$ cat config.mk
export PLATFORM = sky130hd
export DESIGN_NAME = loc_arbiter
export DESIGN_NICKNAME = d
export VERILOG_FILES = /design/src/rtl/loc_arb_pkg.sv /design/src/rtl/loc_addr_decode.sv /design/src/rtl/loc_pick_highest.sv /design/src/rtl/loc_readback.sv /design/src/rtl/loc_arbiter.sv
export SDC_FILE = /design/constraint.sdc
export NUM_CORES = 1
export LEC_CHECK = 0
export ABC_AREA = 1
export BUFFER_PORTS_ARGS = -buffer_cell sky130_fd_sc_hd__buf_2
export CORE_MARGIN = 10
export CORE_UTILIZATION = 50
export CTS_CLUSTER_DIAMETER = 100
export DETAILED_ROUTE_END_ITERATION = 16
export HOLD_SLACK_MARGIN = 0.1
export PLACE_DENSITY = 0.71
export SYNTH_ARGS = -nofsm -noshare
export SYNTH_HDL_FRONTEND = slang
export SYNTH_HIERARCHICAL = 1
export SYNTH_SLANG_ARGS = --single-unit
$ cat constraint.sdc
create_clock -name clk -period 10.75 [get_ports clk]
set_clock_uncertainty 0.15 [all_clocks]
set_input_delay 2.15 -clock clk [delete_from_list [all_inputs] [get_ports clk]]
set_output_delay 2.15 -clock clk [all_outputs]
set_load 0.005 [all_outputs]
$ cat src/rtl/loc_arb_pkg.sv
package loc_arb_pkg;
  localparam int LOC_W = 3;
  localparam int SLOTS = 1 << LOC_W;
  localparam logic [LOC_W-1:0] NO_LOC = '1;

  // access byte bit positions
  localparam int B_VALID  = 7;
  localparam int B_OWNER  = 5;
  localparam int B_LOST   = 4;
  localparam int B_SEIZE  = 3;
  localparam int B_WAIT   = 2;
  localparam int B_REQ    = 1;
  localparam int B_EST    = 0;

  localparam logic [7:0] NOT_MAPPED = 8'hFF;
endpackage

$ cat src/rtl/loc_addr_decode.sv
module loc_addr_decode
  import loc_arb_pkg::*;
#(
  parameter int ADDR_W    = 16,
  parameter int LOC_SHIFT = 12,
  parameter int NUM_LOC   = 5,
  parameter int ACC_OFS   = 0
) (
  input  logic [ADDR_W-1:0] addr,
  output logic [LOC_W-1:0]  loc,
  output logic              hit
);
  localparam int TOP_LSB = LOC_SHIFT + LOC_W;

  logic [LOC_SHIFT-1:0]      ofs;
  logic [ADDR_W-TOP_LSB-1:0] upper;

  always_comb begin
    loc   = addr[LOC_SHIFT +: LOC_W];
    ofs   = addr[LOC_SHIFT-1:0];
    upper = addr[ADDR_W-1:TOP_LSB];
    hit   = (ofs == LOC_SHIFT'(ACC_OFS)) && (upper == '0) &&
            (int'(loc) < NUM_LOC);
  end
endmodule

$ cat src/rtl/loc_pick_highest.sv
module loc_pick_highest
  import loc_arb_pkg::*;
#(
  parameter int NUM_LOC = 5
) (
  input  logic [SLOTS-1:0] vec,
  output logic [LOC_W-1:0] idx
);
  logic [LOC_W-1:0] cand [NUM_LOC+1];

  assign cand[0] = NO_LOC;

  // ripple from the lowest slot upward so the highest set slot wins
  for (genvar g = 0; g < NUM_LOC; g++) begin : g_stage
    assign cand[g+1] = vec[g] ? LOC_W'(g) : cand[g];
  end

  assign idx = cand[NUM_LOC];
endmodule

$ cat src/rtl/loc_readback.sv
module loc_readback
  import loc_arb_pkg::*;
(
  input  logic [LOC_W-1:0] loc,
  input  logic             hit,
  input  logic [LOC_W-1:0] owner,
  input  logic [SLOTS-1:0] req,
  input  logic [SLOTS-1:0] lost,
  input  logic             established,
  output logic [7:0]       byte_out
);
  logic [SLOTS-1:0] others;

  always_comb begin
    others   = req & ~(SLOTS'(1) << loc);
    byte_out = '0;
    byte_out[B_VALID] = 1'b1;
    byte_out[B_OWNER] = (owner == loc);
    byte_out[B_LOST]  = lost[loc];
    byte_out[B_SEIZE] = 1'b0;
    byte_out[B_WAIT]  = |others;
    byte_out[B_REQ]   = req[loc];
    byte_out[B_EST]   = ~established;
    if (!hit) byte_out = NOT_MAPPED;
  end
endmodule

$ cat src/rtl/loc_arbiter.sv
module loc_arbiter
  import loc_arb_pkg::*;
#(
  parameter int ADDR_W    = 16,
  parameter int LOC_SHIFT = 12,
  parameter int NUM_LOC   = 5,
  parameter int ACC_OFS   = 0
) (
  input  logic              clk,
  input  logic              rst,
  input  logic              wr_en,
  input  logic [ADDR_W-1:0] wr_addr,
  input  logic [7:0]        wr_data,
  input  logic              hw_access,
  input  logic              rd_en,
  input  logic [ADDR_W-1:0] rd_addr,
  output logic              rd_valid,
  output logic [7:0]        rd_data,
  input  logic              established,
  input  logic              cmd_busy,
  input  logic              abort_done,
  output logic [LOC_W-1:0]  active_loc,
  output logic              loc_changed,
  output logic              abort_req,
  output logic [LOC_W-1:0]  abort_from,
  output logic [LOC_W-1:0]  abort_to
);
  localparam logic [LOC_W-1:0] HW_LOC = LOC_W'(NUM_LOC - 1);

  typedef struct packed {
    logic [LOC_W-1:0] act;
    logic [LOC_W-1:0] nxt;
    logic [LOC_W-1:0] abt;
    logic [SLOTS-1:0] ru;
    logic [SLOTS-1:0] sz;
    logic [SLOTS-1:0] bs;
    logic             ev;
  } st_t;

  st_t q, s1, s2;

  // ---------------- address decode ----------------
  logic [LOC_W-1:0] wr_loc, rd_loc;
  logic             wr_hit, rd_hit;

  loc_addr_decode #(.ADDR_W(ADDR_W), .LOC_SHIFT(LOC_SHIFT),
                    .NUM_LOC(NUM_LOC), .ACC_OFS(ACC_OFS))
    u_wdec (.addr(wr_addr), .loc(wr_loc), .hit(wr_hit));

  loc_addr_decode #(.ADDR_W(ADDR_W), .LOC_SHIFT(LOC_SHIFT),
                    .NUM_LOC(NUM_LOC), .ACC_OFS(ACC_OFS))
    u_rdec (.addr(rd_addr), .loc(rd_loc), .hit(rd_hit));

  logic wr_ok;
  assign wr_ok = wr_en && wr_hit && !(wr_loc == HW_LOC && !hw_access);

  // only bits 5, 4, 3 and 1 of a write carry meaning
  logic unused_wr_bits;
  assign unused_wr_bits = ^{wr_data[7:6], wr_data[2], wr_data[0]};

  // ---------------- ownership move ----------------
  function automatic st_t hand_over(st_t s, logic [LOC_W-1:0] n);
    st_t r;
    logic chg, by_seize;
    r   = s;
    chg = (s.act != n);
    by_seize = (n != NO_LOC) && s.sz[n];
    if (chg && s.act != NO_LOC) begin
      if (by_seize) r.bs[s.act] = 1'b1;
      else          r.ru[s.act] = 1'b0;
    end
    r.act = n;
    if (n != NO_LOC) begin
      r.ru[n] = 1'b0;
      r.sz[n] = 1'b0;
    end
    if (chg && n != NO_LOC) r.ev = 1'b1;
    return r;
  endfunction

  function automatic st_t start_move(st_t s, logic [LOC_W-1:0] from,
                                     logic [LOC_W-1:0] to, logic busy);
    st_t r;
    r = s;
    if (busy) begin
      r.nxt = to;
      r.abt = from;
    end else begin
      r = hand_over(s, to);
      r.nxt = NO_LOC;
      r.abt = NO_LOC;
    end
    return r;
  endfunction

  // stage 1: finish a pending abort
  always_comb begin
    s1    = q;
    s1.ev = 1'b0;
    if (abort_done && q.nxt != NO_LOC) begin
      s1     = hand_over(s1, q.nxt);
      s1.nxt = NO_LOC;
      s1.abt = NO_LOC;
    end
  end

  logic [LOC_W-1:0] pick;
  loc_pick_highest #(.NUM_LOC(NUM_LOC)) u_pick (.vec(s1.ru), .idx(pick));

  // stage 2: apply the access write
  logic [7:0]       wv;
  logic [LOC_W-1:0] na;
  logic             set_new, seize_ok;
  logic [SLOTS-1:0] hi_mask, lo_mask;

  always_comb begin
    s2      = s1;
    wv      = wr_data;
    na      = s1.act;
    set_new = 1'b1;
    hi_mask = '0;
    lo_mask = '0;
    for (int k = 0; k < SLOTS; k++) begin
      if (k > int'(wr_loc)) hi_mask[k] = 1'b1;
      if (k < int'(wr_loc)) lo_mask[k] = 1'b1;
    end
    if (wv[B_SEIZE]) begin
      wv[B_REQ]   = 1'b0;
      wv[B_OWNER] = 1'b0;
    end
    seize_ok = 1'b0;
    if (wr_ok) begin
      if (wv[B_OWNER]) begin
        if (s2.act == wr_loc) begin
          if (pick != NO_LOC) begin
            set_new = 1'b0;
            s2 = start_move(s2, wr_loc, pick, cmd_busy);
          end else begin
            na = NO_LOC;
          end
        end else begin
          s2.ru[wr_loc] = 1'b0;
        end
      end
      if (wv[B_LOST]) s2.bs[wr_loc] = 1'b0;
      if (wv[B_SEIZE]) begin
        seize_ok = (s2.act == NO_LOC || wr_loc > s2.act) &&
                   !s2.sz[wr_loc] && !(|(s2.sz & hi_mask));
        if (seize_ok) begin
          s2.sz = s2.sz & ~lo_mask;
          s2.sz[wr_loc] = 1'b1;
          set_new = 1'b0;
          s2 = start_move(s2, s2.act, wr_loc, cmd_busy);
        end
      end
      if (wv[B_REQ] && s2.act != wr_loc) begin
        if (s2.act != NO_LOC) s2.ru[wr_loc] = 1'b1;
        else                  na = wr_loc;
      end
      if (set_new) s2 = hand_over(s2, na);
    end
  end

  always_ff @(posedge clk) begin
    if (rst) begin
      q.act <= NO_LOC;
      q.nxt <= NO_LOC;
      q.abt <= NO_LOC;
      q.ru  <= '0;
      q.sz  <= '0;
      q.bs  <= '0;
      q.ev  <= 1'b0;
    end else begin
      q <= s2;
    end
  end

  // ---------------- readback ----------------
  logic [7:0] rb;
  loc_readback u_rb (
    .loc(rd_loc), .hit(rd_hit), .owner(q.act), .req(q.ru), .lost(q.bs),
    .established(established), .byte_out(rb)
  );

  always_ff @(posedge clk) begin
    if (rst) begin
      rd_valid <= 1'b0;
      rd_data  <= '0;
    end else begin
      rd_valid <= rd_en;
      if (rd_en) rd_data <= rb;
    end
  end

  assign active_loc  = q.act;
  assign loc_changed = q.ev;
  assign abort_req   = (q.nxt != NO_LOC);
  assign abort_from  = q.abt;
  assign abort_to    = q.nxt;

  // ---------------- assertions ----------------
  a_r1_owner_legal: assert property (@(posedge clk) disable iff (rst)
    (int'(active_loc) < NUM_LOC) || (active_loc == NO_LOC));

  a_r4_owner_no_request: assert property (@(posedge clk) disable iff (rst)
    (active_loc != NO_LOC) |-> !q.ru[active_loc]);

  a_r7_single_seize: assert property (@(posedge clk) disable iff (rst)
    $onehot0(q.sz));

  a_r10_real_change: assert property (@(posedge clk) disable iff (rst)
    loc_changed |-> (active_loc != $past(active_loc)) && (active_loc != NO_LOC));

  a_r11_abort_target: assert property (@(posedge clk) disable iff (rst)
    abort_req |-> (abort_to != active_loc) && (int'(abort_to) < NUM_LOC));

  a_r12_hw_gate: assert property (@(posedge clk) disable iff (rst)
    (wr_en && wr_hit && wr_loc == HW_LOC && !hw_access && !abort_done)
      |=> $stable(active_loc) && $stable(q.ru) && $stable(q.sz) && $stable(q.bs));
endmodule

# [Yosys cells after proc, flatten, opt, wreduce, memory -nomap -nowiden]
# Index checks and enable logic that the tools add are counted.
[classes] n_lt_le_gt_ge=34 bitwise_logic=36 n_eq_ne=17 reduce_logical=40 n_mux=122 n_shift=1
[ops] operator="$mux 34" n=9
[ops] operator="$mux 8" n=34
[ops] operator="$and 8x8->8" n=17
[ops] operator="$not 8->8" n=9
[ops] operator="$mux 25" n=2
[ops] operator="$mux 16" n=3
[ops] operator="$or 8x8->8" n=6
[ops] operator="$mux 1" n=41
[ops] operator="$mux 3" n=13
[ops] operator="$lt 3x4->1 const B" n=9
[ops] operator="$logic_and 1x1->1" n=31
[ops] operator="$demux 1 s3" n=8
[ops] operator="$ge 3x1->1 const B" n=8
[ops] operator="$logic_not 12->1" n=2
[ops] operator="$ne 3x3->1 const B" n=8
[ops] operator="$bmux 1 s3" n=7
[ops] operator="$mux 17" n=1
[ops] operator="$reduce_or 8->1" n=2
[ops] operator="$ne 3x3->1" n=5
[ops] operator="$gt 3x3->1 const A" n=4
[ops] operator="$mux 6" n=2
[ops] operator="$lt 3x3->1 const A" n=3
[ops] operator="$mux 9" n=1
[ops] operator="$not 7->8" n=1
[ops] operator="other kinds (13)" n=24
[totals] regBits=43 output_inout_bits=20 elab_cells=259 in_bits=48

# [Logic depth before layout (Yosys ltp)]
[depth] ltp_word=66 depth_mapped=49 depth_no_buf=48

# [By module]
# The synthesis kept the hierarchy.
[by_module_without_submodules] mod="loc_arbiter" seq_area_each_um2=860.8 area_each_um2=4574.4 instances=1 cells_per_inst=764
[by_module_without_submodules] mod="loc_readback" seq_area_each_um2=0.0 area_each_um2=371.6 instances=1 cells_per_inst=82
[by_module_without_submodules] mod="loc_addr_decode" seq_area_each_um2=0.0 area_each_um2=93.8 instances=2 cells_per_inst=21
[by_module_without_submodules] mod="loc_pick_highest" seq_area_each_um2=0.0 area_each_um2=57.6 instances=1 cells_per_inst=12

# [Worst setup path before layout]
# Ideal clock, no wire load.
[synth_path] kind="in2reg" start="input port abort_done" end="register q[21] in the netlist's numbering" required_ps=10478 slack_ps=3912 stages=41 setup_time_ps=122 n_path_buf=2 arrival_time_ps=6566 cell_sequence="buf_6 -> nand2_2 -> buf_6 -> a31oi_1 -> nand2_1 -> nor3_1 -> a21oi_1 -> inv_1 -> nand2_1 -> a21oi_1 -> nand2_1 -> o21ai_0 -> inv_2 -> nand4_1 -> nand2_1 -> nand2_1 -> inv_1 -> ha_1 -> [... 5 more ...] -> nor2_8 -> nand2_1 -> nand2_2 -> nand2_4 -> nor2_4 -> nand2_1 -> o21ai_1 -> nand3_2 -> nand2_4 -> inv_2 -> nand2_1 -> nand2_1 -> nand3b_4 -> nand2_1 -> inv_1 -> nand2_1 -> nand2_1 -> a21oi_2"
[synth_rtl] item="start: declaration" line="loc_arbiter.sv:21" source="input logic abort_done,"
[synth_rtl] item="end: declaration" line="loc_arbiter.sv:40" source="st_t q, s1, s2;"

==> results.ini <==
[die]
core_area_mm2=0.01023
initial_core_util_pct=50.70
die_h_um=121.9
row_count=37
die_x_um=121.9
ioPinCount=68
dieArea_mm2=0.01485

[power_and_ir_drop]
vdd_ir_drop_max_mv=0.05765
p_total_mw=0.3652
power_density_mw_per_mm2=67.36
p_leak_nw=2.536
internal_power_mw=0.2526
pwr-share-clk_pct=35.3
combinationalPowerShare_pct=20.3
swShare_pct=30.82
power.switching_mw=0.1126
power_frac_seq_pct=44.4

[cts]
clock-root-buffer=clkbuf_8
cts_tree=done
cts_setup_buffers=0
cts_hold_buf=0
cts_buffers=5
cts_resized=0
htree_num_levels=2
clk_pin_slew_ns=0.09
clk_latency_ns=0.31
cts.sinks=43
clock_path_buffers=2

[placement]
portBuffers=63
dp_hpwl_mm=14.87
routabilityCongestion=1.099
pre_cts_ws_ns=2.132

[global_routing]
grt_max_degree=35
grt_pass1_wl_mm=28.99
grt_antenna_before_repair=0
grt-ovfl-total=0
grt_pass1_vias=5492
grtUsageTotal_pct=24.43

[sta]
period_needed_ns=8.500
fmax_ghz=0.1176
tns_ns=0
rsz0062_at_grt=no
setup_ws_ns=2.250
worst_pin_slew_ns=0.9845
hold_viol_final=0
relSlewSlack_pct=34.30
setup_viol=0
post-route-period-util_pct=79.07
drv_slew=0

[worst_setup_path]
crit_slowest_cell=a31oi_1
path_max_fanout=25
cpPeakStageDelay_ns=0.53
crit_arrival_ns=8.59
worstReg2RegStart=abort_to[1]
path_common_cell=nand2_1
r2r_end=q[12]
rrSetupSlack_ns=3.39
critPathLaunchType=input pin
cp-end-kind=flip-flop
crit_type=input pin to flip-flop
worstPathRequired_ns=10.84
r2r_cells=43

[min_path]
min_from=q[8]
min_path_type=flip-flop to flip-flop
hold-path-cell-count=2
worstHoldEndpoint=q[8]

[layout]
nets=974
drive_gt1_share_pct=15.48
diodes=0
syn_to_final_growth_pct=4.510
num-fill-cells=1136

[detailed_routing]
drc=0
vias=6045
drtIter0Drc=666
wire_per_inst_um=17.51
final_antenna_net_count=0
totalWireLength_mm=18.56
avgViaCountPerCell=5.703
dr.pass1.iters=6

[synthesis]
syn_area_per_cell_um2=5.770
syn-num-nets=950
yosysWarnings=6
syn_inst=899
synth_area_mm2=0.005187

[flow_run]
maxCapViolCount=0

[outcome]
status=finished clean

-- flip-flops by register name, indices dropped and copies added, names as in the netlist --
signal	flops
q	24
rd_data	8
abort_from	3
abort_to	3
active_loc	3
loc_changed	1
rd_valid	1
-- how the worst max path moves through the flow --
stage | startpoint | to | slack (ns)
6_report | abort_done | q[12] | 2.25
3_5_place_dp | abort_done | q[12] | 2.13
3_3_place_gp | abort_done | q[12] | 2.13
2_1_floorplan | abort_done | q[21] | 3.91
4_1_cts | abort_done | q[12] | 2.42
5_1_grt | abort_done | q[12] | 1.68
-- cells in the final DEF, fill, tap and decap left out, types with 11 or more instances in the layout --
cell type and n:
a21oi_1 58, buf_2 63, dfxtp_1 43, inv_1 108, nand2_1 219, nand2_2 18
nand2_4 14, nand3_1 68, nand4_1 19, nor2_1 112, nor3_1 20, o21ai_0 65
o22ai_1 11
-- worst max-delay path, delay by kind of cell --
kind | cells | cell delay, ns
adders and majority gates | 1 | 0.33
AOI/OAI and AO/OA | 6 | 1.72
and+or+nand+nor | 25 | 3.67
buffers and inverters | 5 | 0.68
-- area by class of cell --
type	instances	area (um2)	area share, %
clock inverters	3	43.79	0.8078
multi-input cells	689	3501	64.57
well taps	136	170.2	3.139
inverters	119	446.7	8.239
repair buffers	65	330.3	6.093
clock buffers	5	68.82	1.269
flip-flops and latches	43	860.8	15.88
-- power groups by stage --
stage          registers (mW)  logic (mW)  clock network (mW)
2_1_floorplan           0.166      0.0534                   0
3_3_place_gp            0.166      0.0722                   0
3_5_place_dp            0.166      0.0726                   0
4_1_cts                 0.162      0.0730               0.130
5_1_grt                 0.163      0.0824               0.135
6_report                0.162      0.0740               0.129
-- metal layers --
layer,routed length [um],up-vias,GRT usage (%)
met3,1732,44,3.885
met2,7897,297,36.84
li1,-,2986,-
met4,785,0,11.92
met5,0,-,0
met1,8141,2718,33.09
-- metrics by stage --
step           hold WS, ns  area, um2  util, %  cells
2_1_floorplan       0.2823       5187        -    899
3_3_place_gp        0.3011       5309    51.89   1052
3_5_place_dp        0.3029       5309    51.89   1052
4_1_cts             0.3139       5421    52.99   1060
5_1_grt             0.3583       5421    52.99   1060
6_report            0.3127       5421    52.99   1060
Power figures use the tool's default switching activity.
